## src/rtl/disp_pkg.sv

```systemverilog
package disp_pkg;
  localparam int NUM_TY = 3;

  typedef enum logic [1:0] {
    TY_VERT = 2'd0,
    TY_GEOM = 2'd1,
    TY_PIX  = 2'd2
  } shader_ty_e;

  // tie-break rank: pixel > vertex > geometry
  function automatic logic [1:0] ty_rank(input logic [1:0] ty);
    case (ty)
      2'd2:    return 2'd2;
      2'd0:    return 2'd1;
      default: return 2'd0;
    endcase
  endfunction
endpackage

```

## src/rtl/disp_pick.sv

```systemverilog
module disp_pick #(
  parameter int N     = 8,
  parameter int KEY_W = 8,
  localparam int IDX_W = (N > 1) ? $clog2(N) : 1
) (
  input  logic [N-1:0]       vld_i,
  input  logic [N*KEY_W-1:0] key_i,
  output logic               any_o,
  output logic [IDX_W-1:0]   idx_o
);
  logic [KEY_W-1:0] best;

  // strict compare keeps the lowest index on equal keys
  always_comb begin
    any_o = 1'b0;
    idx_o = '0;
    best  = '0;
    for (int i = 0; i < N; i++) begin
      if (vld_i[i] && (!any_o || key_i[i*KEY_W +: KEY_W] > best)) begin
        any_o = 1'b1;
        idx_o = IDX_W'(i);
        best  = key_i[i*KEY_W +: KEY_W];
      end
    end
  end
endmodule

```

## src/rtl/disp_queue.sv

```systemverilog
module disp_queue #(
  parameter int DEPTH  = 8,
  parameter int TID_W  = 8,
  parameter int NEED_W = 2,
  parameter int RES_W  = 2,
  parameter int AGE_W  = 6,
  localparam int QIDX_W = (DEPTH > 1) ? $clog2(DEPTH) : 1,
  localparam int NRES   = 1 << RES_W
) (
  input  logic              clk_i,
  input  logic              rst_ni,
  input  logic              enq_valid_i,
  input  logic [TID_W-1:0]  enq_tid_i,
  input  logic [NEED_W-1:0] enq_need_i,
  input  logic [RES_W-1:0]  enq_res_i,
  output logic              enq_ready_o,
  input  logic              sleep_valid_i,
  input  logic [TID_W-1:0]  sleep_tid_i,
  input  logic              wake_valid_i,
  input  logic [TID_W-1:0]  wake_tid_i,
  input  logic [NRES-1:0]   res_avail_i,
  input  logic              pop_i,
  output logic              best_valid_o,
  output logic [NEED_W-1:0] best_need_o,
  output logic [AGE_W-1:0]  best_age_o,
  output logic [QIDX_W-1:0] best_idx_o,
  output logic [TID_W-1:0]  best_tid_o
);
  localparam int LKEY_W = NEED_W + AGE_W + QIDX_W;
  localparam logic [AGE_W-1:0] AGE_MAX = '1;

  logic [DEPTH-1:0]  ent_vld;
  logic [DEPTH-1:0]  ent_slp;
  logic [TID_W-1:0]  ent_tid  [DEPTH];
  logic [NEED_W-1:0] ent_need [DEPTH];
  logic [RES_W-1:0]  ent_res  [DEPTH];
  logic [AGE_W-1:0]  ent_age  [DEPTH];

  logic [DEPTH-1:0]        elig;
  logic [DEPTH*LKEY_W-1:0] lkey;
  logic                    free_any;
  logic [QIDX_W-1:0]       free_idx;
  logic                    enq_fire;

  always_comb begin
    for (int i = 0; i < DEPTH; i++) begin
      elig[i] = ent_vld[i] && !ent_slp[i] && res_avail_i[ent_res[i]];
      lkey[i*LKEY_W +: LKEY_W] = {ent_need[i], ent_age[i], QIDX_W'(DEPTH-1-i)};
    end
  end

  always_comb begin
    free_any = 1'b0;
    free_idx = '0;
    for (int i = DEPTH-1; i >= 0; i--) begin
      if (!ent_vld[i]) begin
        free_any = 1'b1;
        free_idx = QIDX_W'(i);
      end
    end
  end

  assign enq_ready_o = free_any;
  assign enq_fire    = enq_valid_i && free_any;

  disp_pick #(.N(DEPTH), .KEY_W(LKEY_W)) u_pick (
    .vld_i (elig),
    .key_i (lkey),
    .any_o (best_valid_o),
    .idx_o (best_idx_o)
  );

  assign best_need_o = ent_need[best_idx_o];
  assign best_age_o  = ent_age[best_idx_o];
  assign best_tid_o  = ent_tid[best_idx_o];

  always_ff @(posedge clk_i or negedge rst_ni) begin
    if (!rst_ni) begin
      ent_vld <= '0;
      ent_slp <= '0;
      for (int i = 0; i < DEPTH; i++) begin
        ent_tid[i]  <= '0;
        ent_need[i] <= '0;
        ent_res[i]  <= '0;
        ent_age[i]  <= '0;
      end
    end else begin
      for (int i = 0; i < DEPTH; i++) begin
        if (pop_i && best_idx_o == QIDX_W'(i)) ent_vld[i] <= 1'b0;
        else if (elig[i] && ent_age[i] != AGE_MAX) ent_age[i] <= ent_age[i] + AGE_W'(1);
        // wake wins over a same-cycle sleep
        if (wake_valid_i && ent_tid[i] == wake_tid_i) ent_slp[i] <= 1'b0;
        else if (sleep_valid_i && ent_vld[i] && ent_tid[i] == sleep_tid_i) ent_slp[i] <= 1'b1;
        if (enq_fire && free_idx == QIDX_W'(i)) begin
          ent_vld[i]  <= 1'b1;
          ent_slp[i]  <= 1'b0;
          ent_tid[i]  <= enq_tid_i;
          ent_need[i] <= enq_need_i;
          ent_res[i]  <= enq_res_i;
          ent_age[i]  <= '0;
        end
      end
    end
  end

  AST_POP_ELIG: assert property (@(posedge clk_i) disable iff (!rst_ni) pop_i |-> (ent_vld[best_idx_o] && !ent_slp[best_idx_o] && res_avail_i[ent_res[best_idx_o]]));
  AST_FULL_DROP: assert property (@(posedge clk_i) disable iff (!rst_ni) (enq_valid_i && !enq_ready_o && !pop_i) |=> $stable(ent_vld));

  for (genvar g = 0; g < DEPTH; g++) begin : g_ent_chk
    AST_AGE_SAT: assert property (@(posedge clk_i) disable iff (!rst_ni) (ent_vld[g] && ent_age[g] == AGE_MAX && !(pop_i && best_idx_o == QIDX_W'(g))) |=> ent_age[g] == AGE_MAX);
    AST_WAKE_WINS: assert property (@(posedge clk_i) disable iff (!rst_ni) (ent_vld[g] && wake_valid_i && ent_tid[g] == wake_tid_i && !(pop_i && best_idx_o == QIDX_W'(g))) |=> !ent_slp[g]);
  end
endmodule

```

## src/rtl/disp_slots.sv

```systemverilog
module disp_slots #(
  parameter int SLOTS  = 2,
  parameter int TID_W  = 8,
  parameter int NEED_W = 2,
  localparam int SLOT_W = (SLOTS > 1) ? $clog2(SLOTS) : 1
) (
  input  logic              clk_i,
  input  logic              rst_ni,
  input  logic              cand_valid_i,
  input  logic [NEED_W-1:0] cand_need_i,
  input  logic [TID_W-1:0]  cand_tid_i,
  input  logic [1:0]        cand_type_i,
  input  logic [SLOTS-1:0]  done_i,
  output logic              grant_o,
  output logic              issue_valid_o,
  output logic [SLOT_W-1:0] issue_slot_o,
  output logic [TID_W-1:0]  issue_tid_o,
  output logic [1:0]        issue_type_o,
  output logic [NEED_W-1:0] issue_need_o,
  output logic              preempt_valid_o,
  output logic [SLOT_W-1:0] preempt_slot_o,
  output logic [TID_W-1:0]  preempt_tid_o
);
  logic [SLOTS-1:0]  busy;
  logic [NEED_W-1:0] s_need [SLOTS];
  logic [TID_W-1:0]  s_tid  [SLOTS];

  logic              free_any;
  logic [SLOT_W-1:0] free_idx;
  logic [SLOT_W-1:0] victim;
  logic              preempt_ok;
  logic [SLOT_W-1:0] tgt;

  always_comb begin
    free_any = 1'b0;
    free_idx = '0;
    for (int s = SLOTS-1; s >= 0; s--) begin
      if (!busy[s]) begin
        free_any = 1'b1;
        free_idx = SLOT_W'(s);
      end
    end
    // lowest running need, lowest slot on ties
    victim = '0;
    for (int s = 1; s < SLOTS; s++) begin
      if (s_need[s] < s_need[victim]) victim = SLOT_W'(s);
    end
  end

  assign preempt_ok = cand_valid_i && !free_any && (cand_need_i > s_need[victim]);
  assign grant_o    = cand_valid_i && (free_any || preempt_ok);
  assign tgt        = free_any ? free_idx : victim;

  always_ff @(posedge clk_i or negedge rst_ni) begin
    if (!rst_ni) begin
      busy            <= '0;
      issue_valid_o   <= 1'b0;
      issue_slot_o    <= '0;
      issue_tid_o     <= '0;
      issue_type_o    <= '0;
      issue_need_o    <= '0;
      preempt_valid_o <= 1'b0;
      preempt_slot_o  <= '0;
      preempt_tid_o   <= '0;
      for (int s = 0; s < SLOTS; s++) begin
        s_need[s] <= '0;
        s_tid[s]  <= '0;
      end
    end else begin
      for (int s = 0; s < SLOTS; s++) begin
        if (done_i[s]) busy[s] <= 1'b0;
      end
      if (grant_o) begin
        busy[tgt]   <= 1'b1;
        s_need[tgt] <= cand_need_i;
        s_tid[tgt]  <= cand_tid_i;
      end
      issue_valid_o   <= grant_o;
      issue_slot_o    <= tgt;
      issue_tid_o     <= cand_tid_i;
      issue_type_o    <= cand_type_i;
      issue_need_o    <= cand_need_i;
      preempt_valid_o <= preempt_ok;
      preempt_slot_o  <= victim;
      preempt_tid_o   <= s_tid[victim];
    end
  end

  AST_PREEMPT_PAIRED: assert property (@(posedge clk_i) disable iff (!rst_ni) preempt_valid_o |-> (issue_valid_o && issue_slot_o == preempt_slot_o));
  AST_PREEMPT_FULL: assert property (@(posedge clk_i) disable iff (!rst_ni) preempt_valid_o |-> $past(&busy));
  AST_ISSUE_BUSY: assert property (@(posedge clk_i) disable iff (!rst_ni) issue_valid_o |-> busy[issue_slot_o]);
endmodule

```

## src/rtl/disp_arbiter.sv

```systemverilog
module disp_arbiter #(
  parameter int DEPTH  = 8,
  parameter int TID_W  = 8,
  parameter int NEED_W = 2,
  parameter int RES_W  = 2,
  parameter int AGE_W  = 6,
  parameter int SLOTS  = 2,
  localparam int NTY    = disp_pkg::NUM_TY,
  localparam int SLOT_W = (SLOTS > 1) ? $clog2(SLOTS) : 1,
  localparam int NRES   = 1 << RES_W
) (
  input  logic                  clk_i,
  input  logic                  rst_ni,
  input  logic [NTY-1:0]        enq_valid_i,
  input  logic [NTY*TID_W-1:0]  enq_tid_i,
  input  logic [NTY*NEED_W-1:0] enq_need_i,
  input  logic [NTY*RES_W-1:0]  enq_res_i,
  output logic [NTY-1:0]        enq_ready_o,
  input  logic                  sleep_valid_i,
  input  logic [TID_W-1:0]      sleep_tid_i,
  input  logic                  wake_valid_i,
  input  logic [TID_W-1:0]      wake_tid_i,
  input  logic [NRES-1:0]       res_avail_i,
  input  logic [SLOTS-1:0]      done_i,
  output logic                  issue_valid_o,
  output logic [SLOT_W-1:0]     issue_slot_o,
  output logic [TID_W-1:0]      issue_tid_o,
  output logic [1:0]            issue_type_o,
  output logic [NEED_W-1:0]     issue_need_o,
  output logic                  preempt_valid_o,
  output logic [SLOT_W-1:0]     preempt_slot_o,
  output logic [TID_W-1:0]      preempt_tid_o
);
  localparam int QIDX_W = (DEPTH > 1) ? $clog2(DEPTH) : 1;
  localparam int GKEY_W = NEED_W + AGE_W + 2 + QIDX_W;
  localparam int TY_W   = 2;

  logic [NTY-1:0]        q_valid;
  logic [NTY-1:0]        q_pop;
  logic [NEED_W-1:0]     q_need [NTY];
  logic [AGE_W-1:0]      q_age  [NTY];
  logic [QIDX_W-1:0]     q_idx  [NTY];
  logic [TID_W-1:0]      q_tid  [NTY];
  logic [NTY*GKEY_W-1:0] gkey;

  logic              win_any;
  logic [TY_W-1:0]   win_ty;
  logic              grant;

  for (genvar t = 0; t < NTY; t++) begin : g_q
    disp_queue #(
      .DEPTH(DEPTH), .TID_W(TID_W), .NEED_W(NEED_W), .RES_W(RES_W), .AGE_W(AGE_W)
    ) u_queue (
      .clk_i         (clk_i),
      .rst_ni        (rst_ni),
      .enq_valid_i   (enq_valid_i[t]),
      .enq_tid_i     (enq_tid_i[t*TID_W +: TID_W]),
      .enq_need_i    (enq_need_i[t*NEED_W +: NEED_W]),
      .enq_res_i     (enq_res_i[t*RES_W +: RES_W]),
      .enq_ready_o   (enq_ready_o[t]),
      .sleep_valid_i (sleep_valid_i),
      .sleep_tid_i   (sleep_tid_i),
      .wake_valid_i  (wake_valid_i),
      .wake_tid_i    (wake_tid_i),
      .res_avail_i   (res_avail_i),
      .pop_i         (q_pop[t]),
      .best_valid_o  (q_valid[t]),
      .best_need_o   (q_need[t]),
      .best_age_o    (q_age[t]),
      .best_idx_o    (q_idx[t]),
      .best_tid_o    (q_tid[t])
    );

    assign gkey[t*GKEY_W +: GKEY_W] =
      {q_need[t], q_age[t], disp_pkg::ty_rank(TY_W'(t)), QIDX_W'(DEPTH-1) - q_idx[t]};
    assign q_pop[t] = grant && win_ty == TY_W'(t);
  end

  disp_pick #(.N(NTY), .KEY_W(GKEY_W)) u_gpick (
    .vld_i (q_valid),
    .key_i (gkey),
    .any_o (win_any),
    .idx_o (win_ty)
  );

  disp_slots #(.SLOTS(SLOTS), .TID_W(TID_W), .NEED_W(NEED_W)) u_slots (
    .clk_i           (clk_i),
    .rst_ni          (rst_ni),
    .cand_valid_i    (win_any),
    .cand_need_i     (q_need[win_ty]),
    .cand_tid_i      (q_tid[win_ty]),
    .cand_type_i     (win_ty),
    .done_i          (done_i),
    .grant_o         (grant),
    .issue_valid_o   (issue_valid_o),
    .issue_slot_o    (issue_slot_o),
    .issue_tid_o     (issue_tid_o),
    .issue_type_o    (issue_type_o),
    .issue_need_o    (issue_need_o),
    .preempt_valid_o (preempt_valid_o),
    .preempt_slot_o  (preempt_slot_o),
    .preempt_tid_o   (preempt_tid_o)
  );

  AST_ONE_POP: assert property (@(posedge clk_i) disable iff (!rst_ni) $onehot0(q_pop));
endmodule

```

## config.mk

```make
export PLATFORM = sky130hd
export DESIGN_NAME = disp_arbiter
export DESIGN_NICKNAME = d
export VERILOG_FILES = /design/src/rtl/disp_pkg.sv /design/src/rtl/disp_pick.sv /design/src/rtl/disp_queue.sv /design/src/rtl/disp_slots.sv /design/src/rtl/disp_arbiter.sv
export SDC_FILE = /design/constraint.sdc
export NUM_CORES = 2
export LEC_CHECK = 0
export ABC_AREA = 0
export BUFFER_PORTS_ARGS = -buffer_cell sky130_fd_sc_hd__clkbuf_2
export CAP_MARGIN = 25
export CORE_MARGIN = 2
export CORE_UTILIZATION = 62
export CTS_BUF_LIST = sky130_fd_sc_hd__clkbuf_8 sky130_fd_sc_hd__clkbuf_16
export CTS_CLUSTER_DIAMETER = 200
export DETAILED_ROUTE_END_ITERATION = 8
export PLACE_DENSITY_LB_ADDON = 0.15
export SYNTH_ARGS = -nofsm -noshare
export SYNTH_HDL_FRONTEND = slang
export SYNTH_SLANG_ARGS = --single-unit
```

## constraint.sdc

```tcl
create_clock -name clk_i -period 31.4 [get_ports clk_i]
set_clock_uncertainty 0.05 [all_clocks]
set_input_delay 1.57 -clock clk_i [delete_from_list [all_inputs] [get_ports clk_i]]
set_output_delay 1.57 -clock clk_i [all_outputs]
set_load 0.1 [all_outputs]
```

**Word level (Yosys, flattened, before mapping)**

Index checks and enable logic that the tools add are counted.

- Logic and storage cells: 1206
- Bits of input ports: 65
- Flip-flop bits (word level): 526
- Output and inout bits: 27

- Muxes and demuxes: 416
- Bitwise operators: 7
- Add/sub/neg operators: 27
- Eq/ne operators: 140
- Reductions and logical operators: 401
- Order comparisons: 58

Operator list:

| kind | count |
|---|---|
| $mux 6 | 78 |
| $eq 8x8->1 | 48 |
| $gt 11x11->1 | 21 |
| $mux 11 | 21 |
| $logic_and 1x1->1 | 226 |
| $mux 1 | 207 |
| $add 6x1->6 const B | 24 |
| $ne 6x6->1 const B | 24 |
| $mux 3 | 42 |
| $mux 8 | 12 |
| $reduce_bool 2->1 | 48 |
| $bmux 8 s3 | 3 |
| $eq 3x3->1 const B | 24 |
| $lt 2x3->1 const B | 24 |
| $reduce_bool 3->1 | 24 |
| $bmux 6 s3 | 3 |
| $bmux 1 s2 | 24 |
| $logic_not 1->1 | 48 |
| $ne 2x2->1 const B | 24 |
| $reduce_and 2->1 | 24 |
| $eq 3x2->1 const B | 12 |
| $mux 2 | 14 |
| $gt 13x13->1 | 2 |
| $mux 13 | 2 |
| 27 further kinds | 70 |

**Logic depth before layout (Yosys ltp)**

- Word-level depth: 57
- Depth in mapped cells: 110
- Mapped depth without buffers: 94

**Modules after synthesis**

A second synthesis with hierarchy kept.

- Cell total of the unflattened synthesis: 4231
- Area, all modules: 41478.5 um^2

By module, submodules not included:

| module | cells an instance | seq. area each (um^2) | area an instance (um^2) | instances |
|---|---|---|---|---|
| disp_queue (g_q[1].u_queue ...) | 865 | 4003.8 | 9580.4 | 2 |
| disp_queue (g_q[0].u_queue) | 910 | 4003.8 | 9522.9 | 1 |
| disp_pick (g_q[0].u_queue.u_pick ...) | 449 | 0.0 | 3236.9 | 2 |
| disp_pick (g_q[1].u_queue.u_pick) | 442 | 0.0 | 3359.5 | 1 |
| disp_slots | 101 | 1151.1 | 1764.2 | 1 |
| disp_pick (u_gpick) | 112 | 0.0 | 919.6 | 1 |
| disp_arbiter | 38 | 0.0 | 277.8 | 1 |

**Worst setup path before layout**

Ideal clock, no wire load.

- Path kind: input-to-reg
- Start point: input port res_avail_i[3]
- End point: register g_q[0].u_queue.ent_age[29] (netlist bit)
- Setup time: 0.133 ns
- Slack: 10.708 ns
- Data arrival time: 20.509 ns
- Path buffers: 17
- Stages: 107
- Data required time: 31.217 ns
- Cell sequence: mux4_2 > and3b_1 > clkbuf_1 > nand2_1 > ha_1 > and3b_1 > o21a_1 > o211ai_1 > a41o_1 > buf_2 > mux2i_1 > inv_1 > ha_1 > a21oi_1 > a21oi_1 > o21ai_0 > a31oi_2 > mux2_2 > [71 not listed] > buf_6 > buf_6 > o22ai_1 > o2bb2ai_1 > inv_1 > ha_1 > nor2b_1 > o21ai_0 > nand3_1 > o31ai_2 > buf_2 > a211oi_1 > nand2_1 > o31a_1 > buf_2 > nand4_1 > xor2_1 > nor2_1

- Cells in the longest elaborated chain, start to end: 57
- Elaborated cells on any way between the ends: 278
- Classes of those cells: add/sub: 3; order compare: 24; eq/ne: 2; mux: 142; bitwise: 4; reduce/logical: 103

Ends and longest elaborated chain:

| item | line | source |
|---|---|---|
| from (decl) | disp_arbiter.sv:23 | `input logic [NRES-1:0] res_avail_i,` |
| $bmux 1 s2 | disp_queue.sv:47 | `elig[i] = ent_vld[i] && !ent_slp[i] && res_avail_i[ent_res[i]];` |
| $mux 1 (not written as such) | disp_queue.sv:47 |  |
| $logic_and 1x1->1 | disp_queue.sv:47 |  |
| $mux 11 or $mux 1 (tied branches) | disp_pick.sv:19 | `if (vld_i[i] && (!any_o \|\| key_i[i*KEY_W +: KEY_W] > best)) begin` |
| $gt 11x11->1 or $logic_not 1->1 (tied branches) | disp_pick.sv:19 |  |
| $logic_or 1x1->1 | disp_pick.sv:19 |  |
| $logic_and 1x1->1 | disp_pick.sv:19 |  |
| $mux 11 or $mux 1 (tied branches) | disp_pick.sv:19 |  |
| [41 not listed] | n/a |  |
| via u_slots.cand_need_i[1] | disp_slots.sv:10 | `input logic [NEED_W-1:0] cand_need_i,` |
| $gt 2x2->1 * | disp_slots.sv:50 | `assign preempt_ok = cand_valid_i && !free_any && (cand_need_i > s_need[victim]);` |
| $logic_and 1x1->1 * | disp_slots.sv:50 |  |
| $logic_or 1x1->1 * | disp_slots.sv:51 | `assign grant_o = cand_valid_i && (free_any \|\| preempt_ok);` |
| $logic_and 1x1->1 * | disp_slots.sv:51 |  |
| $logic_and 1x1->1 * | disp_arbiter.sv:76 | `assign q_pop[t] = grant && win_ty == TY_W'(t);` |
| $logic_and 1x1->1 * | disp_queue.sv:89 | `if (pop_i && best_idx_o == QIDX_W'(i)) ent_vld[i] <= 1'b0;` |
| $ne 2x2->1 (no source line) * | n/a |  |
| $reduce_and 2->1 (no source line) * | n/a |  |
| to (signal, indexed assignment) | disp_queue.sv:85 | `ent_age[i] <= '0;` |
| to (signal, indexed assignment) | disp_queue.sv:100 | `ent_age[i] <= '0;` |
| to (decl) | disp_queue.sv:37 | `logic [AGE_W-1:0] ent_age [DEPTH];` |

The timed path passes the listed nets; every way through them passes the cells marked *. The select of a mux whose other input is x is not followed.
A chain may end at the register's enable or synchronous reset.

**Worst setup path after layout**

- Start point: input port res_avail_i[1]
- End point: register g_q[1].u_queue.ent_age[45] (netlist bit)

- Cells in the longest elaborated chain, start to end: 57
- Elaborated cells on any way between the ends: 278
- Classes of those cells: add/sub: 3; order compare: 24; eq/ne: 2; mux: 142; bitwise: 4; reduce/logical: 103

Ends and longest elaborated chain:

| item | line | source |
|---|---|---|
| $bmux 1 s2 | disp_queue.sv:47 |  |
| $mux 1 (not written as such) | disp_queue.sv:47 |  |
| $logic_and 1x1->1 | disp_queue.sv:47 |  |
| $mux 11 or $mux 1 (tied branches) | disp_pick.sv:19 |  |
| $gt 11x11->1 or $logic_not 1->1 (tied branches) | disp_pick.sv:19 |  |
| $logic_or 1x1->1 | disp_pick.sv:19 |  |
| $logic_and 1x1->1 | disp_pick.sv:19 |  |
| $mux 11 or $mux 1 (tied branches) | disp_pick.sv:19 |  |
| [37 not listed] | n/a |  |
| via u_gpick.idx_o[1] | disp_pick.sv:9 | `output logic [IDX_W-1:0] idx_o` |
| [4 not listed] | n/a |  |
| via u_slots.cand_need_i[1] | disp_slots.sv:10 |  |
| [1 not listed] | n/a |  |
| $logic_and 1x1->1 * | disp_slots.sv:50 |  |
| $logic_or 1x1->1 * | disp_slots.sv:51 |  |
| $logic_and 1x1->1 * | disp_slots.sv:51 |  |
| via grant | disp_arbiter.sv:48 | `logic grant;` |
| $logic_and 1x1->1 * | disp_arbiter.sv:76 |  |
| $logic_and 1x1->1 * | disp_queue.sv:89 |  |
| $ne 2x2->1 (no source line) * | n/a |  |
| $reduce_and 2->1 (no source line) * | n/a |  |
| to (signal, indexed assignment) | disp_queue.sv:85 |  |
| to (signal, indexed assignment) | disp_queue.sv:100 |  |
| to (decl) | disp_queue.sv:37 |  |

Marks and branches as above.

==> impl_metrics.csv <==
group,metric,value,unit
timing,finalHoldViolations,0,
routing,ant_nets,0,
timing,relSlewSlack,18.1,%
critical_path,critPathMostFrequentCell,"ha_1",
critical_path,cp-start-kind,"input port",
synthesis,synth_cell_types,102,
placement,post-dp-hpwl,87800,um
synthesis,synthArstFlopShare,100,%
grt,track_usage,40.0,%
floorplan,start_util,62.9,%
critical_path,crit_type,"input port to flop",
grt,antenna_found_initial,5,
critical_path,cpMaxStageDelayCell,"nand2_1",
synthesis,synth_nets,4451,
synthesis,synthFlopType,"dfrtp_1",
synthesis,syn_area_per_cell,8.92,um^2
routing,viasPerCell,6.72,
critical_path,max_stage_delay,0.75,ns
critical_path,critical_path_arrival,24.16,ns
cts,cts_hold_buf,0,
placement,gp_congestion,0.998,
synthesis,synthTopCellsByCount,"nand2_1, dfrtp_1, ha_1",
status,status,"completed",
grt,grt_max_degree,165,
finish,drive_gt1_share,13.4,%
cts,htreeDepth,2,
timing,slew_violations,0,
cts,cts_sinks,526,
timing,rsz0062_at_grt,"no",
routing,drc,0,
routing,via_count,33500,
timing,fin_crit,23.68,ns
finish,syn_to_final_growth,8.38,%
floorplan,coreArea,0.0592,mm^2
flow_run,max_cap_viol_count,0,
routing,drt_iter0_markers,3872,
routing,wl_per_cell,25.2,um
synthesis,synth.largest_area_cell,"dfrtp_1",
synthesis,syn_inst,4178,
floorplan,die_x,249,um
cts,cts_buffers,58,
synthesis,synth_edf_count,0,
critical_path,crit_required,31.89,ns
cts,cts_resized,0,
critical_path,crit_buf_inv,11,
cts,cts.clk_slew.worst_paths,0.06,ns
timing,max_freq,42.2,MHz
cts,root_buffer,"clkbuf_16",
timing,report.final.setup_viol,0,
timing,tightest_slew,1.22,ns
placement,portBuffers,91,
critical_path,crit_family,"compound AO/OA/AOI/OAI gates",
synthesis,yosysWarningCount,0,
cts,clock_insertion_delay_worst_skew,0.67,ns
routing,firstDrtPassIters,8,
cts,tritoncts,"yes",
routing,wl,125000,um
synthesis,synthTopCellsByArea,"dfrtp_1, nand2_1, ha_1, mux2_2, xor2_1",
synthesis,synth-seq-cells,526,
floorplan,rows,89,
critical_path,critPathCaptureType,"flop",
synthesis,ys_seq_area_share,35.3,%
finish,fin_nets,4432,
hold_path,min_path_type,"flop to flop",
timing,fin_crit_sh,75.4,%
synthesis,yosysTopAreaCellShare,35.3,%
critical_path,crit_fanout,40,
grt,grt_pass1_wl,192000,um
grt,globalRouteOverflowTotal,0,
timing,finalSetupTns,0,ns
floorplan,fp.dieH,249,um
synthesis,yosysMostFrequentCell,"nand2_1",
floorplan,die_area,0.0621,mm^2
grt,grt_pass1_vias,32000,
cts,max-clock-path-buffers,3,
synthesis,netlist_area,0.0373,mm^2
floorplan,num_io_pins,92,
cts,post-cts-setup-buffers,0,
[routing by layer]
metal	vias to the layer above	global-route usage (%)	routed length (um)
li1	14800	-	-
met1	16100	51.5	47400
met2	2047	62.1	55400
met3	532	9.22	14100
met4	2	23.5	8590
met5	-	0	13
[final timing paths]
| kind | end | depth (start not counted) | slack [ns] | start |
|---|---|---|---|---|
| setup / recovery | g_q[1].u_queue.ent_age[45]$_DFFE_PN0P_ | 94 | 7.72 | res_avail_i[1] |
| hold / removal | g_q[2].u_queue.ent_res[11]$_DFFE_PN0P_ | 2 | 0.44 | g_q[2].u_queue.ent_res[11]$_DFFE_PN0P_ |
| setup reg to reg | g_q[1].u_queue.ent_age[45]$_DFFE_PN0P_ | 92 | 8.68 | g_q[1].u_queue.ent_res[14]$_DFFE_PN0P_ |
| hold reg to reg | g_q[2].u_queue.ent_res[11]$_DFFE_PN0P_ | 2 | 0.44 | g_q[2].u_queue.ent_res[11]$_DFFE_PN0P_ |
| max in group asynchronous | g_q[1].u_queue.ent_age[11]$_DFFE_PN0P_ | 7 | 27.21 | rst_ni |
| min in group asynchronous | g_q[2].u_queue.ent_age[35]$_DFFE_PN0P_ | 1 | 0.83 | rst_ni |
[sequential cells by signal, indices dropped and copies added (netlist names), 16 cells and up]
signal / count
g_q.u_queue.ent_tid: 192
g_q.u_queue.ent_need: 48
g_q.u_queue.ent_vld: 24
g_q.u_queue.ent_slp: 24
u_slots.s_tid: 16
g_q.u_queue.ent_age: 144
g_q.u_queue.ent_res: 48
[per-stage QoR]
stage	util (%)	setup WS [ns]	hold slack [ns]	cells	cell area, um^2
after global routing	68.2	6.33	0.464	4979	40400
after floorplan	-	10.71	0.404	4178	37300
after CTS	68.0	8.13	0.436	4972	40300
after global placement	64.5	7.79	0.417	4862	38200
after detailed placement	64.6	7.45	0.422	4867	38200
final	68.2	7.72	0.437	4979	40400
[cell type report]
type                    instances  area [um^2]
diodes                          2         5.00
multi-input cells            3246        22500
clock inverters                38          449
clock buffers                  67         1590
repair buffers                159         1060
fillers                      4854        18900
flip-flops and latches        526        13200
well taps                     773          967
inverters                     168          631
[worst reg2reg max path, delay by kind of cell, from the launching register on]
kind                       cells  cell delay, ns
muxes                          6            2.20
buffers and inverters          9            1.90
and+or+nand+nor               21            4.75
adders and majority gates     10            2.61
DFF                            1            0.36
AOI/OAI and AO/OA             46           10.73
[placed cells by master (no fill, tap or decap), drive strengths merged, types with 25 or more instances in the layout]
| cell type | instances |
|---|---|
| nand4 | 67 |
| xor2 | 199 |
| o211ai | 42 |
| nand2 | 872 |
| and3 | 60 |
| a21o | 25 |
| o221ai | 27 |
| ha | 208 |
| a21oi | 140 |
| dfrtp | 526 |
| nor3 | 61 |
| inv | 178 |
| nand3 | 121 |
| clkbuf | 158 |
| o21ai | 209 |
| xnor2 | 194 |
| buf | 68 |
| nor4 | 66 |
| or3 | 27 |
| a31oi | 52 |
| mux4 | 25 |
| nor2 | 146 |
| mux2 | 212 |
| a211oi | 28 |
| mux2i | 123 |
[kinds of logic after synthesis]
logic type | after synthesis | share of synthesized area [%]
AO/OA/AOI/OAI | 747 | 13.8
XOR/XNOR | 393 | 9.24
adder cells (fa/ha/maj) | 208 | 6.98
buffers and inverters | 406 | 4.33
flip-flops | 526 | 35.3
multiplexers | 360 | 11.2
AND/OR/NAND/NOR | 1538 | 19.1
Power is left out: the tool's default activity adds up to more than one toggle a clock period on the data nets, which glitch-free logic cannot reach.
